===== src/rtl/paged_ea_pkg.sv =====
package paged_ea_pkg;

   typedef enum logic [1:0] {
      IXM_NONE = 2'b00,
      IXM_INC  = 2'b01,
      IXM_DEC  = 2'b10,
      IXM_HOLD = 2'b11
   } ixm_e;

   typedef enum logic [1:0] {
      PS_IDLE   = 2'b00,
      PS_FIRST  = 2'b01,
      PS_SECOND = 2'b10
   } pstate_e;

endpackage


===== src/rtl/pea_index_unit.sv =====
module pea_index_unit
   import paged_ea_pkg::*;
#(
   parameter int IDX_W = 8
) (
   input  logic             is_branch,
   input  ixm_e             mode,
   input  logic [IDX_W-1:0] idx_in,
   output logic [IDX_W-1:0] idx_eff,
   output logic             wr_en,
   output logic             to_r0
);

   always_comb begin
      idx_eff = '0;
      wr_en   = 1'b0;
      to_r0   = 1'b0;
      if (!is_branch) begin
         case (mode)
            IXM_INC: begin
               idx_eff = idx_in + IDX_W'(1);
               wr_en   = 1'b1;
               to_r0   = 1'b1;
            end
            IXM_DEC: begin
               idx_eff = idx_in - IDX_W'(1);
               wr_en   = 1'b1;
               to_r0   = 1'b1;
            end
            IXM_HOLD: begin
               idx_eff = idx_in;
               to_r0   = 1'b1;
            end
            default: ;
         endcase
      end
   end

endmodule


===== src/rtl/pea_offset_add.sv =====
module pea_offset_add #(
   parameter int PAGE_W = 2,
   parameter int OFS_W  = 13,
   parameter int IDX_W  = 8
) (
   input  logic [PAGE_W+OFS_W-1:0] base,
   input  logic [IDX_W-1:0]        idx,
   output logic [PAGE_W+OFS_W-1:0] sum
);

   localparam int ADDR_W = PAGE_W + OFS_W;

   logic [OFS_W-1:0] ofs_sum;

   assign ofs_sum = base[OFS_W-1:0] + OFS_W'(idx);
   assign sum     = {base[ADDR_W-1:OFS_W], ofs_sum};

endmodule


===== src/rtl/pea_ptr_seq.sv =====
module pea_ptr_seq
   import paged_ea_pkg::*;
#(
   parameter int ADDR_W     = 15,
   parameter int DATA_W     = 8,
   parameter bit BIG_ENDIAN = 1'b1
) (
   input  logic              clk,
   input  logic              rst,
   input  logic              go,
   input  logic [ADDR_W-1:0] loc,
   output logic              busy,
   output logic              ptr_rd,
   output logic [ADDR_W-1:0] ptr_addr,
   input  logic [DATA_W-1:0] ptr_data,
   output logic              done,
   output logic [ADDR_W-1:0] ptr_word
);

   localparam int HI_W = ADDR_W - DATA_W;

   pstate_e           state;
   logic [ADDR_W-1:0] addr_q;
   logic [DATA_W-1:0] first_q;

   always_ff @(posedge clk) begin
      if (rst) begin
         state   <= PS_IDLE;
         addr_q  <= '0;
         first_q <= '0;
      end else begin
         case (state)
            PS_IDLE: begin
               if (go) begin
                  state  <= PS_FIRST;
                  addr_q <= loc;
               end
            end
            PS_FIRST: begin
               first_q <= ptr_data;
               addr_q  <= addr_q + ADDR_W'(1);
               state   <= PS_SECOND;
            end
            default: state <= PS_IDLE;
         endcase
      end
   end

   assign busy     = (state != PS_IDLE);
   assign ptr_rd   = busy;
   assign ptr_addr = addr_q;
   assign done     = (state == PS_SECOND);

   generate
      if (BIG_ENDIAN) begin : g_big
         logic unused_top;
         assign unused_top = ^first_q[DATA_W-1:HI_W];
         assign ptr_word   = {first_q[HI_W-1:0], ptr_data};
      end else begin : g_little
         logic unused_top;
         assign unused_top = ^ptr_data[DATA_W-1:HI_W];
         assign ptr_word   = {ptr_data[HI_W-1:0], first_q};
      end
   endgenerate

   AST_SECOND_ADDR: assert property (@(posedge clk) disable iff (rst)
      (state == PS_SECOND) |-> (ptr_addr == $past(ptr_addr) + ADDR_W'(1)));

endmodule


===== src/rtl/paged_ea_gen.sv =====
module paged_ea_gen
   import paged_ea_pkg::*;
#(
   parameter int PAGE_W     = 2,
   parameter int OFS_W      = 13,
   parameter int IDX_W      = 8,
   parameter int DATA_W     = 8,
   parameter bit BIG_ENDIAN = 1'b1,
   parameter int RESET_PAGE = 0
) (
   input  logic                       clk,
   input  logic                       rst,
   input  logic                       start,
   input  logic                       is_branch,
   input  logic [PAGE_W+OFS_W:0]      field,
   input  logic [IDX_W-1:0]           idx_in,
   output logic                       busy,
   output logic                       ptr_rd,
   output logic [PAGE_W+OFS_W-1:0]    ptr_addr,
   input  logic [DATA_W-1:0]          ptr_data,
   output logic [PAGE_W+OFS_W-1:0]    ea,
   output logic                       ea_valid,
   output logic                       idx_wr,
   output logic [IDX_W-1:0]           idx_wdata,
   output logic                       dst_r0,
   output logic [PAGE_W-1:0]          page
);

   localparam int ADDR_W = PAGE_W + OFS_W;
   localparam int FLD_W  = ADDR_W + 1;

   generate
      if (PAGE_W != 2) begin : g_bad_page
         initial $fatal(1, "PAGE_W must be 2: the mode bits share the page bit positions");
      end
      if (IDX_W > OFS_W) begin : g_bad_idx
         initial $fatal(1, "IDX_W must not exceed OFS_W");
      end
      if (ADDR_W <= DATA_W || ADDR_W >= 2 * DATA_W) begin : g_bad_ptr
         initial $fatal(1, "pointer must span two bytes with spare top bits");
      end
   endgenerate

   // field decode
   logic              f_ind;
   ixm_e              f_mode;
   logic [OFS_W-1:0]  f_ofs;
   logic [ADDR_W-1:0] f_abs;

   assign f_ind  = field[FLD_W-1];
   assign f_mode = ixm_e'(field[ADDR_W-1 -: 2]);
   assign f_ofs  = field[OFS_W-1:0];
   assign f_abs  = field[ADDR_W-1:0];

   logic              accept;
   logic [PAGE_W-1:0] page_q;

   assign accept = start && !busy;

   // index handling on live request
   logic [IDX_W-1:0] eidx_now;
   logic             wr_now;
   logic             r0_now;

   pea_index_unit #(.IDX_W(IDX_W)) u_idx (
      .is_branch (is_branch),
      .mode      (f_mode),
      .idx_in    (idx_in),
      .idx_eff   (eidx_now),
      .wr_en     (wr_now),
      .to_r0     (r0_now)
   );

   // request state held across a pointer read
   logic             br_q;
   logic [IDX_W-1:0] eidx_q;
   logic [IDX_W-1:0] idx_q;
   logic             wr_q;
   logic             r0_q;

   always_ff @(posedge clk) begin
      if (rst) begin
         br_q   <= 1'b0;
         eidx_q <= '0;
         idx_q  <= '0;
         wr_q   <= 1'b0;
         r0_q   <= 1'b0;
      end else if (accept) begin
         br_q   <= is_branch;
         eidx_q <= eidx_now;
         idx_q  <= idx_in;
         wr_q   <= wr_now;
         r0_q   <= r0_now;
      end
   end

   // pointer fetch
   logic              seq_go;
   logic [ADDR_W-1:0] seq_loc;
   logic              seq_done;
   logic [ADDR_W-1:0] ptr_word;

   assign seq_go  = accept && f_ind;
   assign seq_loc = is_branch ? f_abs : {page_q, f_ofs};

   pea_ptr_seq #(
      .ADDR_W     (ADDR_W),
      .DATA_W     (DATA_W),
      .BIG_ENDIAN (BIG_ENDIAN)
   ) u_seq (
      .clk      (clk),
      .rst      (rst),
      .go       (seq_go),
      .loc      (seq_loc),
      .busy     (busy),
      .ptr_rd   (ptr_rd),
      .ptr_addr (ptr_addr),
      .ptr_data (ptr_data),
      .done     (seq_done),
      .ptr_word (ptr_word)
   );

   // shared in-page adder
   logic [ADDR_W-1:0] add_base;
   logic [IDX_W-1:0]  add_idx;
   logic [ADDR_W-1:0] add_sum;

   assign add_base = seq_done ? ptr_word : {page_q, f_ofs};
   assign add_idx  = seq_done ? eidx_q   : eidx_now;

   pea_offset_add #(
      .PAGE_W (PAGE_W),
      .OFS_W  (OFS_W),
      .IDX_W  (IDX_W)
   ) u_add (
      .base (add_base),
      .idx  (add_idx),
      .sum  (add_sum)
   );

   logic              fin_direct;
   logic [ADDR_W-1:0] fin_ea;

   assign fin_direct = accept && !f_ind;
   assign fin_ea     = seq_done ? (br_q ? ptr_word : add_sum)
                                : (is_branch ? f_abs : add_sum);

   // result registers and page register
   logic              ea_valid_q;
   logic [ADDR_W-1:0] ea_q;
   logic              idx_wr_q;
   logic [IDX_W-1:0]  idx_wdata_q;
   logic              dst_r0_q;
   logic              done_br_q;

   always_ff @(posedge clk) begin
      if (rst) begin
         ea_valid_q  <= 1'b0;
         ea_q        <= '0;
         idx_wr_q    <= 1'b0;
         idx_wdata_q <= '0;
         dst_r0_q    <= 1'b0;
         done_br_q   <= 1'b0;
         page_q      <= PAGE_W'(RESET_PAGE);
      end else if (fin_direct) begin
         ea_valid_q  <= 1'b1;
         ea_q        <= fin_ea;
         idx_wr_q    <= wr_now;
         idx_wdata_q <= eidx_now;
         dst_r0_q    <= r0_now;
         done_br_q   <= is_branch;
         if (is_branch) page_q <= fin_ea[ADDR_W-1 -: PAGE_W];
      end else if (seq_done) begin
         ea_valid_q  <= 1'b1;
         ea_q        <= fin_ea;
         idx_wr_q    <= wr_q;
         idx_wdata_q <= eidx_q;
         dst_r0_q    <= r0_q;
         done_br_q   <= br_q;
         if (br_q) page_q <= fin_ea[ADDR_W-1 -: PAGE_W];
      end else begin
         ea_valid_q <= 1'b0;
         idx_wr_q   <= 1'b0;
         dst_r0_q   <= 1'b0;
         done_br_q  <= 1'b0;
      end
   end

   assign ea        = ea_q;
   assign ea_valid  = ea_valid_q;
   assign idx_wr    = idx_wr_q;
   assign idx_wdata = idx_wdata_q;
   assign dst_r0    = dst_r0_q;
   assign page      = page_q;

   AST_PAGE_ONLY_BRANCH: assert property (@(posedge clk) disable iff (rst)
      !$stable(page_q) |-> (ea_valid_q && done_br_q));
   AST_PAGE_FROM_EA: assert property (@(posedge clk) disable iff (rst)
      (ea_valid_q && done_br_q) |-> (page_q == ea_q[ADDR_W-1 -: PAGE_W]));
   AST_WR_IMPLIES_R0: assert property (@(posedge clk) disable iff (rst)
      idx_wr_q |-> dst_r0_q);
   AST_R0_ONLY_DATA: assert property (@(posedge clk) disable iff (rst)
      dst_r0_q |-> (ea_valid_q && !done_br_q));
   AST_IDX_STEP: assert property (@(posedge clk) disable iff (rst)
      idx_wr_q |-> ((idx_wdata_q == idx_q + IDX_W'(1)) ||
                    (idx_wdata_q == idx_q - IDX_W'(1))));
   AST_RD_NOT_VALID: assert property (@(posedge clk) disable iff (rst)
      ptr_rd |-> !ea_valid_q);

endmodule


===== config.mk =====
export PLATFORM = sky130hd
export DESIGN_NAME = paged_ea_gen
export DESIGN_NICKNAME = d
export VERILOG_FILES = /design/src/rtl/paged_ea_pkg.sv /design/src/rtl/pea_index_unit.sv /design/src/rtl/pea_offset_add.sv /design/src/rtl/pea_ptr_seq.sv /design/src/rtl/paged_ea_gen.sv
export SDC_FILE = /design/constraint.sdc
export NUM_CORES = 1
export LEC_CHECK = 0
export ABC_AREA = 1
export BUFFER_PORTS_ARGS = -buffer_cell sky130_fd_sc_hd__buf_4
export CAP_MARGIN = 10
export CORE_MARGIN = 10
export CORE_UTILIZATION = 40
export CTS_CLUSTER_SIZE = 24
export DETAILED_ROUTE_END_ITERATION = 6
export REMOVE_ABC_BUFFERS = 1
export SYNTH_ARGS = -nofsm -noshare
export SYNTH_HDL_FRONTEND = slang
export SYNTH_HIERARCHICAL = 1
export SYNTH_SLANG_ARGS = --single-unit

===== constraint.sdc =====
create_clock -name clk -period 3.2 [get_ports clk]
set_input_delay 0.16 -clock clk [delete_from_list [all_inputs] [get_ports clk]]
set_output_delay 0.16 -clock clk [all_outputs]
set_load 0.1 [all_outputs]

==> flow_summary.rst <==
.. list-table::
   :header-rows: 1

   * - Metric
     - Value
   * - Maximum fanout count along the critical path
     - 7
   * - Tightest Hold Check Type
     - primary input to flop
   * - Final hold viol count
     - 0
   * - Global-route usage over all layers
     - 0.1808
   * - Global-route wire length before repair
     - 24400 µm
   * - Skew final
     - about 0.0071 ns
   * - Type of the worst setup path
     - primary input to flop
   * - Count of buffers from port buffering
     - 80
   * - Effective utilization at floorplan
     - 0.4042
   * - Total inserted antenna cells
     - 0
   * - Ratio of final minimum period to clock period
     - 0.9010
   * - Max capacitance violation total
     - 0
   * - Die width
     - 129.7 µm
   * - Max-slew violations
     - 0
   * - Area inside the core boundary
     - between 10000 and 15000 µm²
   * - Placed wire-length estimate
     - 11240 µm
   * - Endpoint class of the critical path
     - flop
   * - Count of distinct cell types in the synthesized netlist
     - 36
   * - Final period demand of the worst path
     - approximately 2.9 ns
   * - Rows
     - 40
   * - GRT overflow
     - 0
   * - Worst EP arrival
     - 3.11 ns
   * - Area leader, netlist
     - sky130_fd_sc_hd__dfxtp_1
   * - Fmax
     - 346.8 MHz
   * - Detailed Route WL
     - 15410 µm
   * - Height of the die
     - 129.7 µm
   * - Static Leakage
     - 2.886 nW
   * - Area of the multi-input gates
     - 2897 µm²
   * - Pwr/cell area
     - 489.5 nW/µm²
   * - Share of Yosys cell area claimed by the top area cell type
     - 0.2620
   * - Kind of start point of the critical path
     - primary input
   * - Origin of the critical flop-to-flop path
     - u_seq/state[1]
   * - Worst Tran Pin Value
     - 0.8866 ns
   * - Number of buffers inserted during clock tree synthesis
     - 9
   * - Storage cell area
     - 1261 µm²
   * - Number of placed I/O pins
     - 81
   * - Post-CTS clock slew at the launch and capture registers of the worst setup and hold paths
     - 0.06 ns
   * - Number of enable-type register cells in the synthesized netlist
     - 0
   * - Share of synthesized area occupied by flip-flops and latches
     - 0.2620
   * - Final ANT Viol Nets
     - 0
   * - Fraction of final layout cells sized beyond drive strength 1
     - 0.1672
   * - Final setup violation count
     - 0
   * - Source of the critical timing path
     - field[13]
   * - Top area cells in the synthesized netlist
     - sky130_fd_sc_hd__dfxtp_1 26%, sky130_fd_sc_hd__nand2_1 18%, sky130_fd_sc_hd__o21ai_0 9.1%
   * - Detailed Route Iter0 Violations
     - 497
   * - Yosys reg bits
     - between 60 and 70
   * - Die area
     - 16820 µm²
   * - Synth warn
     - 6
   * - Synthesized area per cell
     - 5.973 µm²
   * - CTS H-tree depth
     - 3
   * - Number of nets in the layout
     - 925
   * - Worst endpoint required time
     - 3.43 ns
   * - Bufs on Longest Clock Path
     - 2
   * - Total negative setup slack
     - 0 ns
   * - Wire length per cell after detailed routing
     - 15.02 µm
   * - Ys async rst share
     - 0
   * - CTS tree
     - done
   * - Hold path startpoint
     - field[0]
   * - Area of the mapped netlist
     - 4815 µm²
   * - CTS Root Buffer Type
     - sky130_fd_sc_hd__clkbuf_16
   * - Number of fill cells in the layout
     - 1259
   * - Maximum number of pins on one net before global-route repair
     - slightly above 40
   * - CTS Sinks
     - 63
   * - Via count of the first global-routing pass
     - 4941
   * - Status
     - finished, final reports clean
   * - Number of detailed-routing iterations run before antenna repair
     - 5
   * - Area added between synthesis and finish
     - 20.11%
   * - Placer's final routability congestion estimate
     - ~0.95
   * - Total number of vias
     - between 5000 and 6000
   * - Gate count after technology mapping
     - between 800 and 900
   * - Insertion delay of the later-clocked pin in the worst-skew pair
     - 0.34 ns
   * - Prevailing post-synth register cell
     - sky130_fd_sc_hd__dfxtp_1
   * - Relative max-transition margin
     - 0.4083
   * - Remaining routing DRC violations
     - 0
   * - Number of antenna violations at the first check in global routing
     - 0
   * - Detail-routed via count per cell
     - 5.190
   * - Final Total Pwr
     - 2.831 mW
   * - Maximum ir drop on the vdd rail
     - around 0.00026 V
placed cells by master (no fill, tap or decap), types with 2 or more instances in the layout:
cell type,netlist,final
sky130_fd_sc_hd__nor2_4,4,5
sky130_fd_sc_hd__clkbuf_1,7,3
sky130_fd_sc_hd__clkinv_2,0,2
sky130_fd_sc_hd__dfxtp_1,63,63
sky130_fd_sc_hd__bufinv_16,0,2
sky130_fd_sc_hd__a21oi_1,35,34
sky130_fd_sc_hd__buf_4,16,99
sky130_fd_sc_hd__nand3_1,56,56
sky130_fd_sc_hd__ha_1,14,13
sky130_fd_sc_hd__nand2_2,6,6
sky130_fd_sc_hd__nor2_1,113,112
sky130_fd_sc_hd__o21ai_1,8,8
sky130_fd_sc_hd__xor2_1,8,8
sky130_fd_sc_hd__clkbuf_16,0,9
sky130_fd_sc_hd__nand4_1,9,9
sky130_fd_sc_hd__o21ai_0,88,88
sky130_fd_sc_hd__or2_0,3,3
sky130_fd_sc_hd__inv_1,90,89
sky130_fd_sc_hd__a31oi_1,5,5
sky130_fd_sc_hd__nand3_2,6,6
sky130_fd_sc_hd__a21boi_0,3,3
sky130_fd_sc_hd__nand3b_1,2,2
sky130_fd_sc_hd__nand2_1,232,232
sky130_fd_sc_hd__inv_2,5,6
sky130_fd_sc_hd__nor2_2,4,4
layout make-up:
type	instances	area share
Clock inverter	4	0.01212
Clock buffer	12	0.04089
Multi-Input combinational cell	603	0.5009
Tap cell	147	0.03180
Timing Repair Buffer	100	0.1320
Inverter	97	0.06426
Sequential cell	63	0.2181
synth_stat cells, types with 8 or more instances:
master,number
sky130_fd_sc_hd__nand2_1,232
sky130_fd_sc_hd__o21ai_0,88
sky130_fd_sc_hd__xor2_1,8
sky130_fd_sc_hd__ha_1,14
sky130_fd_sc_hd__buf_4,16
sky130_fd_sc_hd__a21oi_1,35
sky130_fd_sc_hd__nor2_1,113
sky130_fd_sc_hd__o21ai_1,8
sky130_fd_sc_hd__dfxtp_1,63
sky130_fd_sc_hd__inv_1,90
sky130_fd_sc_hd__nand3_1,56
sky130_fd_sc_hd__nand4_1,9
through the flow:
stage	std cells	hold WS [ns]	util	setup WS, ns	instance area, µm²
floorplan	763	0.2291	-	-0.9760	4506
global placement	1009	0.4215	0.4578	-0.04310	5453
detailed placement	1009	0.4260	0.4578	-0.1315	5453
CTS	1025	0.08214	0.4835	0.2192	5759
global route	1026	0.1055	0.4855	-0.006728	5783
finish	1026	0.1026	0.4855	0.3168	5783
metal layers:
| layer | wire length (µm) | vias up | GRT usage |
|---|---|---|---|
| li1 | - | 2677 | - |
| met1 | 6874 | 2440 | 0.2238 |
| met2 | 7244 | 189 | 0.3031 |
| met3 | 1058 | 19 | 0.04138 |
| met4 | 230 | 0 | 0.06019 |
| met5 | 0 | - | 0 |
sequential cells by signal (all words and copies together) (netlist names):
register        flops
br_q                1
dst_r0              1
ea                 15
ea_valid            1
eidx_q              8
idx_wdata           8
idx_wr              1
page                2
r0_q                1
u_seq/first_q       7
u_seq/ptr_addr     15
u_seq/state         2
wr_q                1
worst paths after layout:
kind | endpoint | slack, ns | cells after the start
max | ea[8] | 0.32 | 27
max reg2reg | ea[10] | 0.48 | 18
min | u_seq/ptr_addr[0] | 0.10 | 3
min reg2reg | idx_wdata[4] | 0.47 | 2
worst max-delay path, stage by stage:
cell and delay [ns]:
sky130_fd_sc_hd__buf_4 0.09, sky130_fd_sc_hd__inv_1 0.06, sky130_fd_sc_hd__ha_4 0.19, sky130_fd_sc_hd__buf_4 0.14, sky130_fd_sc_hd__inv_1 0.18, sky130_fd_sc_hd__nand2_1 0.07
sky130_fd_sc_hd__nand2_1 0.12, sky130_fd_sc_hd__nand3_2 0.10, sky130_fd_sc_hd__nand2_2 0.09, sky130_fd_sc_hd__nand2_1 0.07, sky130_fd_sc_hd__nand3_1 0.07, sky130_fd_sc_hd__nand3_1 0.08
sky130_fd_sc_hd__a21oi_1 0.25, sky130_fd_sc_hd__nand2_1 0.09, sky130_fd_sc_hd__nand2_1 0.08, sky130_fd_sc_hd__ha_1 0.27, sky130_fd_sc_hd__nand2_1 0.09, sky130_fd_sc_hd__nand2_1 0.07
sky130_fd_sc_hd__a21oi_1 0.15, sky130_fd_sc_hd__nand2_2 0.12, sky130_fd_sc_hd__xor2_1 0.16, sky130_fd_sc_hd__inv_1 0.08, sky130_fd_sc_hd__nand2_1 0.05, sky130_fd_sc_hd__nand3_1 0.09
sky130_fd_sc_hd__o21ai_1 0.06, sky130_fd_sc_hd__nor2_1 0.08, sky130_fd_sc_hd__nor2_1 0.05
where the power goes:
part	internal (mW)	total, mW	switching, mW
clock network	0.680	1.06	0.375
registers	0.840	0.887	0.0471
logic	0.246	0.888	0.641
total	1.77	2.83	1.06
cells by family (layout without fill, tap and decap cells):
family / Yosys count / after routing / share of synthesized area
AND/OR/NAND/NOR: 439 / 439 / 0.3909
AO/OA/AOI/OAI: 141 / 141 / 0.1507
XOR/XNOR: 8 / 8 / 0.01455
flip-flops: 63 / 63 / 0.2620
adder cells (fa/ha/maj): 15 / 15 / 0.04054
buffers and inverters: 140 / 213 / 0.1414
timing repair:
action                     in CTS  in global routing
setup endpoints to repair       0                  9
hold buffers                    0                  0
setup buffers                   0                  1
resized for setup               0                  4
Power figures use the tool's default switching activity.
